`config.mk`:
```
export PLATFORM = sky130hd
export DESIGN_NAME = ssm_profile_gen
export DESIGN_NICKNAME = d
export VERILOG_FILES = /design/src/rtl/ssm_pkg.sv /design/src/rtl/ssm_ctrl.sv /design/src/rtl/ssm_shape.sv /design/src/rtl/ssm_scale.sv /design/src/rtl/ssm_profile_gen.sv
export SDC_FILE = /design/constraint.sdc
export NUM_CORES = 1
export LEC_CHECK = 0
export BUFFER_PORTS_ARGS = -buffer_cell sky130_fd_sc_hd__buf_4
export CAP_MARGIN = 40
export CORE_AREA = 8 8 100 102
export CTS_CLUSTER_SIZE = 20
export DETAILED_ROUTE_END_ITERATION = 7
export DIE_AREA = 0 0 108 110
export GPL_TIMING_DRIVEN = 0
export PLACE_DENSITY = 0.69
export REMOVE_ABC_BUFFERS = 1
export SYNTH_ARGS = -nofsm -noshare
export SYNTH_HDL_FRONTEND = slang
export SYNTH_HIERARCHICAL = 1
export SYNTH_SLANG_ARGS = --single-unit
```
`constraint.sdc`:
```
create_clock -name clk -period 5.69 [get_ports clk]
set_input_delay 0.2845 -clock clk [delete_from_list [all_inputs] [get_ports clk]]
set_output_delay 0.2845 -clock clk [all_outputs]
set_load 0.01 [all_outputs]
```
`src/rtl/ssm_pkg.sv`:
```
package ssm_pkg;

    typedef enum logic [2:0] {
        ST_IDLE,
        ST_RISE,
        ST_FALL,
        ST_FLAT,
        ST_FAULT
    } ssm_state_t;

    localparam logic [1:0] RNG_SHORT_1X = 2'b00;
    localparam logic [1:0] RNG_SHORT_2X = 2'b01;
    localparam logic [1:0] RNG_LONG_1X  = 2'b10;
    localparam logic [1:0] RNG_INVALID  = 2'b11;

    typedef struct packed {
        logic long_per;
        logic mul2x;
        logic bad;
    } rng_dec_t;

    function automatic rng_dec_t decode_range(input logic [1:0] code);
        rng_dec_t d;
        d = '0;
        unique case (code)
            RNG_SHORT_1X: d = '{long_per: 1'b0, mul2x: 1'b0, bad: 1'b0};
            RNG_SHORT_2X: d = '{long_per: 1'b0, mul2x: 1'b1, bad: 1'b0};
            RNG_LONG_1X:  d = '{long_per: 1'b1, mul2x: 1'b0, bad: 1'b0};
            RNG_INVALID:  d = '{long_per: 1'b0, mul2x: 1'b0, bad: 1'b1};
        endcase
        return d;
    endfunction

endpackage

```
`src/rtl/ssm_ctrl.sv`:
```
module ssm_ctrl
    import ssm_pkg::*;
#(
    parameter int PERIOD_SHORT = 1166,
    parameter int AMP_W        = 4,
    parameter int AMP_MAX      = 8,
    parameter int CNT_W        = 12
) (
    input  logic             clk,
    input  logic             rst_n,
    input  logic [1:0]       range_sel,
    input  logic             mod_en,
    input  logic [AMP_W-1:0] amp_code,
    output ssm_state_t       state_o,
    output logic [CNT_W-1:0] pos_o,
    output logic             long_o,
    output logic             mul2x_o,
    output logic [AMP_W-1:0] amp_o
);

    localparam int PERIOD_LONG = 2 * PERIOD_SHORT;
    localparam logic [CNT_W-1:0] LAST_SHORT = CNT_W'(PERIOD_SHORT - 1);
    localparam logic [CNT_W-1:0] LAST_LONG  = CNT_W'(PERIOD_LONG - 1);
    localparam logic [CNT_W-1:0] APEX_SHORT = CNT_W'(PERIOD_SHORT / 2 - 1);
    localparam logic [CNT_W-1:0] APEX_LONG  = CNT_W'(PERIOD_LONG / 2 - 1);
    localparam logic [AMP_W-1:0] AMP_SAT    = AMP_W'(AMP_MAX);

    ssm_state_t       state_q, state_n;
    logic [CNT_W-1:0] pos_q, pos_n;
    logic             long_q, long_n;
    logic             mul2x_q, mul2x_n;
    logic [AMP_W-1:0] amp_q, amp_n;

    logic [CNT_W-1:0] last_pos;
    logic [CNT_W-1:0] apex_pos;
    logic             at_wrap;
    logic             at_apex;
    logic             reload;
    rng_dec_t         dec;
    logic [AMP_W-1:0] amp_clamped;

    assign last_pos    = long_q ? LAST_LONG : LAST_SHORT;
    assign apex_pos    = long_q ? APEX_LONG : APEX_SHORT;
    assign at_wrap     = (pos_q == last_pos);
    assign at_apex     = (pos_q == apex_pos);
    assign dec         = decode_range(range_sel);
    assign amp_clamped = (amp_code > AMP_SAT) ? AMP_SAT : amp_code;

    // Next-state and counter logic
    always_comb begin
        state_n = state_q;
        pos_n   = pos_q + 1'b1;
        long_n  = long_q;
        mul2x_n = mul2x_q;
        amp_n   = amp_q;
        reload  = 1'b0;
        unique case (state_q)
            ST_IDLE: begin
                reload = 1'b1;                   // start
            end
            ST_RISE: begin
                if (at_apex) begin
                    state_n = ST_FALL;           // apex
                end
            end
            ST_FALL, ST_FLAT, ST_FAULT: begin
                if (at_wrap) begin
                    reload = 1'b1;               // wrap
                end
            end
            default: begin
                reload = 1'b1;
            end
        endcase

        if (reload) begin
            pos_n   = '0;
            long_n  = dec.long_per;
            mul2x_n = dec.mul2x;
            amp_n   = amp_clamped;
            if (dec.bad) begin
                state_n = ST_FAULT;
            end else if (!mod_en) begin
                state_n = ST_FLAT;
            end else begin
                state_n = ST_RISE;
            end
        end
    end

    // State register
    always_ff @(posedge clk or negedge rst_n) begin
        if (!rst_n) begin
            state_q <= ST_IDLE;
            pos_q   <= '0;
            long_q  <= 1'b0;
            mul2x_q <= 1'b0;
            amp_q   <= '0;
        end else begin
            state_q <= state_n;
            pos_q   <= pos_n;
            long_q  <= long_n;
            mul2x_q <= mul2x_n;
            amp_q   <= amp_n;
        end
    end

    assign state_o = state_q;
    assign pos_o   = pos_q;
    assign long_o  = long_q;
    assign mul2x_o = mul2x_q;
    assign amp_o   = amp_q;

endmodule

```
`src/rtl/ssm_shape.sv`:
```
module ssm_shape #(
    parameter int PERIOD_SHORT = 1166,
    parameter int CNT_W        = 12,
    parameter int SHP_W        = 11
) (
    input  logic                    falling,
    input  logic                    long_per,
    input  logic [CNT_W-1:0]        pos,
    output logic signed [SHP_W-1:0] shape_o
);

    localparam int HALF = PERIOD_SHORT / 2;
    localparam int WW   = CNT_W + 3;

    logic signed [WW-1:0] scaled_pos;
    logic signed [WW-1:0] rise_v;
    logic signed [WW-1:0] fall_v;

    // A long period advances at half speed, so both lengths share one amplitude
    always_comb begin
        if (long_per) begin
            scaled_pos = $signed({3'b000, pos});
        end else begin
            scaled_pos = $signed({2'b00, pos, 1'b0});
        end
        rise_v  = scaled_pos - WW'(HALF);
        fall_v  = WW'(3 * HALF) - scaled_pos;
        shape_o = falling ? SHP_W'(fall_v) : SHP_W'(rise_v);
    end

endmodule

```
`src/rtl/ssm_scale.sv`:
```
module ssm_scale #(
    parameter int SHP_W    = 11,
    parameter int AMP_W    = 4,
    parameter int OFS_W    = 16,
    parameter bit USE_MULT = 1'b0
) (
    input  logic signed [SHP_W-1:0] shape_i,
    input  logic [AMP_W-1:0]        amp_i,
    output logic signed [OFS_W-1:0] ofs_o
);

    localparam int MW = AMP_W + 1;

    logic [MW-1:0]           factor;
    logic signed [OFS_W-1:0] shape_ext;

    assign factor    = {1'b0, amp_i} + 1'b1;
    assign shape_ext = OFS_W'(shape_i);

    generate
        if (USE_MULT) begin : g_mult
            assign ofs_o = OFS_W'(shape_ext * $signed({1'b0, factor}));
        end else begin : g_shift_add
            logic signed [OFS_W-1:0] part [MW];
            for (genvar b = 0; b < MW; b++) begin : g_part
                assign part[b] = factor[b] ? (shape_ext <<< b) : '0;
            end
            always_comb begin
                ofs_o = '0;
                for (int i = 0; i < MW; i++) begin
                    ofs_o = ofs_o + part[i];
                end
            end
        end
    endgenerate

endmodule

```
`src/rtl/ssm_profile_gen.sv`:
```
module ssm_profile_gen
    import ssm_pkg::*;
#(
    parameter int PERIOD_SHORT = 1166,
    parameter int AMP_W        = 4,
    parameter int AMP_MAX      = 8,
    parameter int OFS_W        = 16,
    parameter bit USE_MULT     = 1'b0
) (
    input  logic                    clk,
    input  logic                    rst_n,
    input  logic [1:0]              range_sel,
    input  logic                    mod_en,
    input  logic [AMP_W-1:0]        amp_code,
    output logic signed [OFS_W-1:0] freq_offset,
    output logic                    period_start,
    output logic                    range_err,
    output logic                    mult_2x
);

    localparam int CNT_W = $clog2(2 * PERIOD_SHORT);
    localparam int SHP_W = $clog2(PERIOD_SHORT / 2 + 1) + 1;

    ssm_state_t              state;
    logic [CNT_W-1:0]        pos;
    logic                    long_per;
    logic                    mul2x_q;
    logic [AMP_W-1:0]        amp_q;
    logic signed [SHP_W-1:0] shape;
    logic signed [OFS_W-1:0] scaled;

    ssm_ctrl #(
        .PERIOD_SHORT(PERIOD_SHORT),
        .AMP_W       (AMP_W),
        .AMP_MAX     (AMP_MAX),
        .CNT_W       (CNT_W)
    ) ctrl_i (
        .clk      (clk),
        .rst_n    (rst_n),
        .range_sel(range_sel),
        .mod_en   (mod_en),
        .amp_code (amp_code),
        .state_o  (state),
        .pos_o    (pos),
        .long_o   (long_per),
        .mul2x_o  (mul2x_q),
        .amp_o    (amp_q)
    );

    ssm_shape #(
        .PERIOD_SHORT(PERIOD_SHORT),
        .CNT_W       (CNT_W),
        .SHP_W       (SHP_W)
    ) shape_i (
        .falling (state == ST_FALL),
        .long_per(long_per),
        .pos     (pos),
        .shape_o (shape)
    );

    ssm_scale #(
        .SHP_W   (SHP_W),
        .AMP_W   (AMP_W),
        .OFS_W   (OFS_W),
        .USE_MULT(USE_MULT)
    ) scale_i (
        .shape_i(shape),
        .amp_i  (amp_q),
        .ofs_o  (scaled)
    );

    // Output process
    always_comb begin
        freq_offset  = '0;
        period_start = 1'b0;
        range_err    = 1'b0;
        unique case (state)
            ST_IDLE: begin
            end
            ST_RISE, ST_FALL: begin
                freq_offset  = scaled;
                period_start = (pos == '0);
            end
            ST_FLAT: begin
                period_start = (pos == '0);
            end
            ST_FAULT: begin
                period_start = (pos == '0);
                range_err    = 1'b1;
            end
            default: begin
            end
        endcase
        mult_2x = mul2x_q;
    end

endmodule

```
==> metrics.md <==
| Metric | Value |
|---|---|
| Setup crit end kind | output pin |
| Number of detailed-route iterations in the first pass | 6 |
| Met1 Usage GRT | 18.11% |
| Most frequent cells in the layout | 60 x buf_4, 50 x inv_1, 34 x fa_1 |
| Slowest-stage cell, CP | fa_1 |
| Reg2reg start | ctrl_i/pos_o[3] |
| Met2 Resource Use GR | 26.90% |
| Die Span Y | 110 µm |
| FF/Latch Area | 533.0 µm² |
| Fraction of layout cells with a size suffix above 1 | between 30% and 40% |
| Synth area leaders | fa_1 18%, dfrtp_1 13%, ha_1 5.5% |
| Hold EP | ctrl_i/amp_o[3] |
| WHS | 0.3465 ns |
| DP HPWL | 6390 µm |
| Synth cell types | slightly below 80 |
| Total core area | 8466 µm² |
| Final Setup Violations | 2 |
| Dominant synthesized flop cell | dfrtp_1 |
| R2R Setup Slk | 3.06 ns |
| Buffers on Ports | 27 |
| Gr usage total | 14.49% |
| Count of buffer and inverter cells on the critical path | 4 |
| Register area share after synthesis | 12.81% |
| EDFF count, synth | 0 |
| Drt initial violations | 150 |
| Commonest non-fill, non-tap cell in the layout | buf_4 |
| Syn Inst Count | 474 |
| Ys Warns | 6 |
| Final hold vios | 0 |
| Clk_lat worst skew | 0.26 ns |
| Wirelength per Cell | 15.02 µm |
| Crit Path Class | reg2out |
| Cell taking the most area after synthesis | fa_1 |
| Clock Path Buffers | 2 |
| Worst EP required | 5.41 ns |
| Routed wire length | 9490 µm |
| Cts bufs inserted | 3 |
| Period Utilization, post-route | 100.8% |
| Ys async rst share | 100.0% |
| Met3 usage | 0.9302% |
| P&R area growth vs syn | 24.21% |
| Final nets | 589 |
| First-pass GRT wire length | 14590 µm |
| H-tree depth | 1 |
| Synth Area per Inst | 8.655 µm² |
| Worst-path fanout max | 4 |
| Post-DRT Antenna Nets | 0 |
| Share of the synthesized area in the top cell type | 18.05% |
| Maxcap violations | 0 |
| Register bit total from synthesis | 21 |
| # DRC | 0 |
| # diodes | 0 |
| Antenna violations before repair | 0 |
| Grt ovf | 0 |
| Area of the multi-input gates | ~3600 µm² |
| Row cnt | 34 |
| Die X | 108 µm |
| Crit path from | ctrl_i/long_o |
| GPL Wtd Cong | 0.8563 |
| Worst setup margin | -0.04406 ns |
| Vias/cell | 5.483 |
| Die area | 11880 µm² |
| Clk slew on worst S/H paths | 0.08 ns |
| Cell Area, Synth | 4103 µm² |
| CP Cell Sequence | mux2_4, ha_4, a21o_1, a211o_1, o21ai_0, o21ai_1, xor2_2, buf_4, and2_1, fa_2, fa_1, inv_2, fa_1, inv_2, ha_4, nand4_1, a21oi_4, o21ai_2, o311ai_1, nor3b_2, buf_4 |
| # fillers | 702 |
| Vias in the first global route | 3214 |
| Worst hold path type | in2reg |
| Failing checks | negative setup slack |
| IO Pins | 28 |
| Setup Skew | 0.004927 ns |
| Status | finished with violations |
| CP max stage delay | roughly 0.53 ns |
| Initial Util | 48.46% |
| Largest net degree at the start of global routing | 26 |
| F_max | 174.4 MHz |
| RSZ-0062 raised after global routing | true |
| Crit Reg-Reg Endpoint | ctrl_i/amp_o[0] |
| Slew @ Worst Pin | a little under 0.7 ns |
| Startpoint Class | flop |
| Vias | around 3500 |
| Tmin final | 5.734 ns |
| Hold path start | amp_code[3] |
| Max-slew violations | 0 |
| Busiest grt layer | met2 |
| Clock tree root driver cell | clkbuf_8 |
| CTS sink cnt | 21 |
| CTS tree | yes |
| Slew HR | 53.74% |
| Top delay family on crit path | adder cells |
| Worst-case reg-to-reg path depth | 5 |
| Arr. time, crit path | 5.45 ns |
| Worst hold stages | 3 |
-- cell families (layout without fill, tap and decap cells) --
| logic type | count (synthesis) | count (layout) | synth area share (%) |
|---|---|---|---|
| AND/OR/NAND/NOR | 178 | 178 | 26.47 |
| multiplexers | 14 | 14 | 3.660 |
| buffers and inverters | 78 | 128 | 8.631 |
| adder cells (fa/ha/maj) | 55 | 55 | 23.54 |
| XOR/XNOR | 36 | 36 | 7.868 |
| AO/OA/AOI/OAI | 92 | 92 | 17.02 |
| flip-flops | 21 | 21 | 12.81 |
-- worst register-to-register path, cell delays in order (launching register included) --
cell and delay, ns:
dfrtp_1 0.79, and4bb_2 0.35, o211ai_2 0.15, or2_1 0.37, a21oi_4 0.45, mux2_2 0.40
-- layout make-up --
cell class                 instances  share of cell area (%)
timing repair buffer              67                   11.44
inverter                          57                   4.198
clock buffer                       4                  0.8839
tap                              108                   2.652
multi-input combinational        375                   70.37
sequential                        21                   10.46
-- how the worst max path moves through the flow --
stage / to / slack, ns / depth (start not counted)
finish: freq_offset[13] / -0.04 / 21
global route: freq_offset[13] / -0.18 / 21
CTS: freq_offset[13] / 0.002 / 22
detailed placement: freq_offset[15] / -0.48 / 21
global placement: freq_offset[15] / -1.35 / 19
floorplan: freq_offset[15] / -0.53 / 19
-- state kept, by name (all words and copies together), names as in the netlist --
| name | cells |
|---|---|
| ctrl_i/amp_o | 4 |
| ctrl_i/pos_o | 12 |
| ctrl_i/state_o | 3 |
| ctrl_i/long_o | 1 |
| ctrl_i/mul2x_o | 1 |
-- stage by stage --
stage | setup TNS (ns) | cell area, µm² | utilization (%) | instances | setup slack [ns]
finish | -0.05220 | 5096 | 60.20 | 632 | -0.04406
global route | -0.7442 | 5096 | 60.20 | 632 | -0.1816
CTS | 0 | 4698 | 55.50 | 610 | 0.001804
detailed placement | -2.281 | 4383 | 51.77 | 592 | -0.4833
global placement | -12.49 | 4300 | 50.80 | 588 | -1.352
floorplan | -3.209 | 3963 | - | 453 | -0.5343
-- Yosys cell counts (8+ instances only) --
master	number
o21ai_0	10
nand2b_1	11
nand2_1	19
mux2_2	8
xor2_1	18
dfrtp_1	21
nor3b_1	9
a21o_1	9
nand3_1	13
nor2_1	28
inv_1	57
xnor2_1	17
ha_1	18
and2_1	30
fa_1	37
nor3b_2	10
a21oi_1	15
nor2b_1	22
-- per-layer routing --
layer / part of all wire (%) / up-vias
li1: - / 1702
met5: 0 / -
met1: 43 / 1688
met2: 53 / 67
met4: 0.57 / 0
met3: 3.2 / 8
-- timing repair --
| item | 4_1_cts | 5_1_grt |
|---|---|---|
| gates resized for setup | 32 | 54 |
| endpoints found under the hold margin | 21 | 0 |
| hold buffers | 1 | 0 |
| pin swaps | 13 | 45 |
| gates cloned | 0 | 1 |
| buffers inserted | 13 | 21 |
| setup endpoints to repair | 9 | 9 |
Power is left out: the tool's default activity adds up to more than one toggle a clock period on the data nets, which glitch-free logic cannot reach.
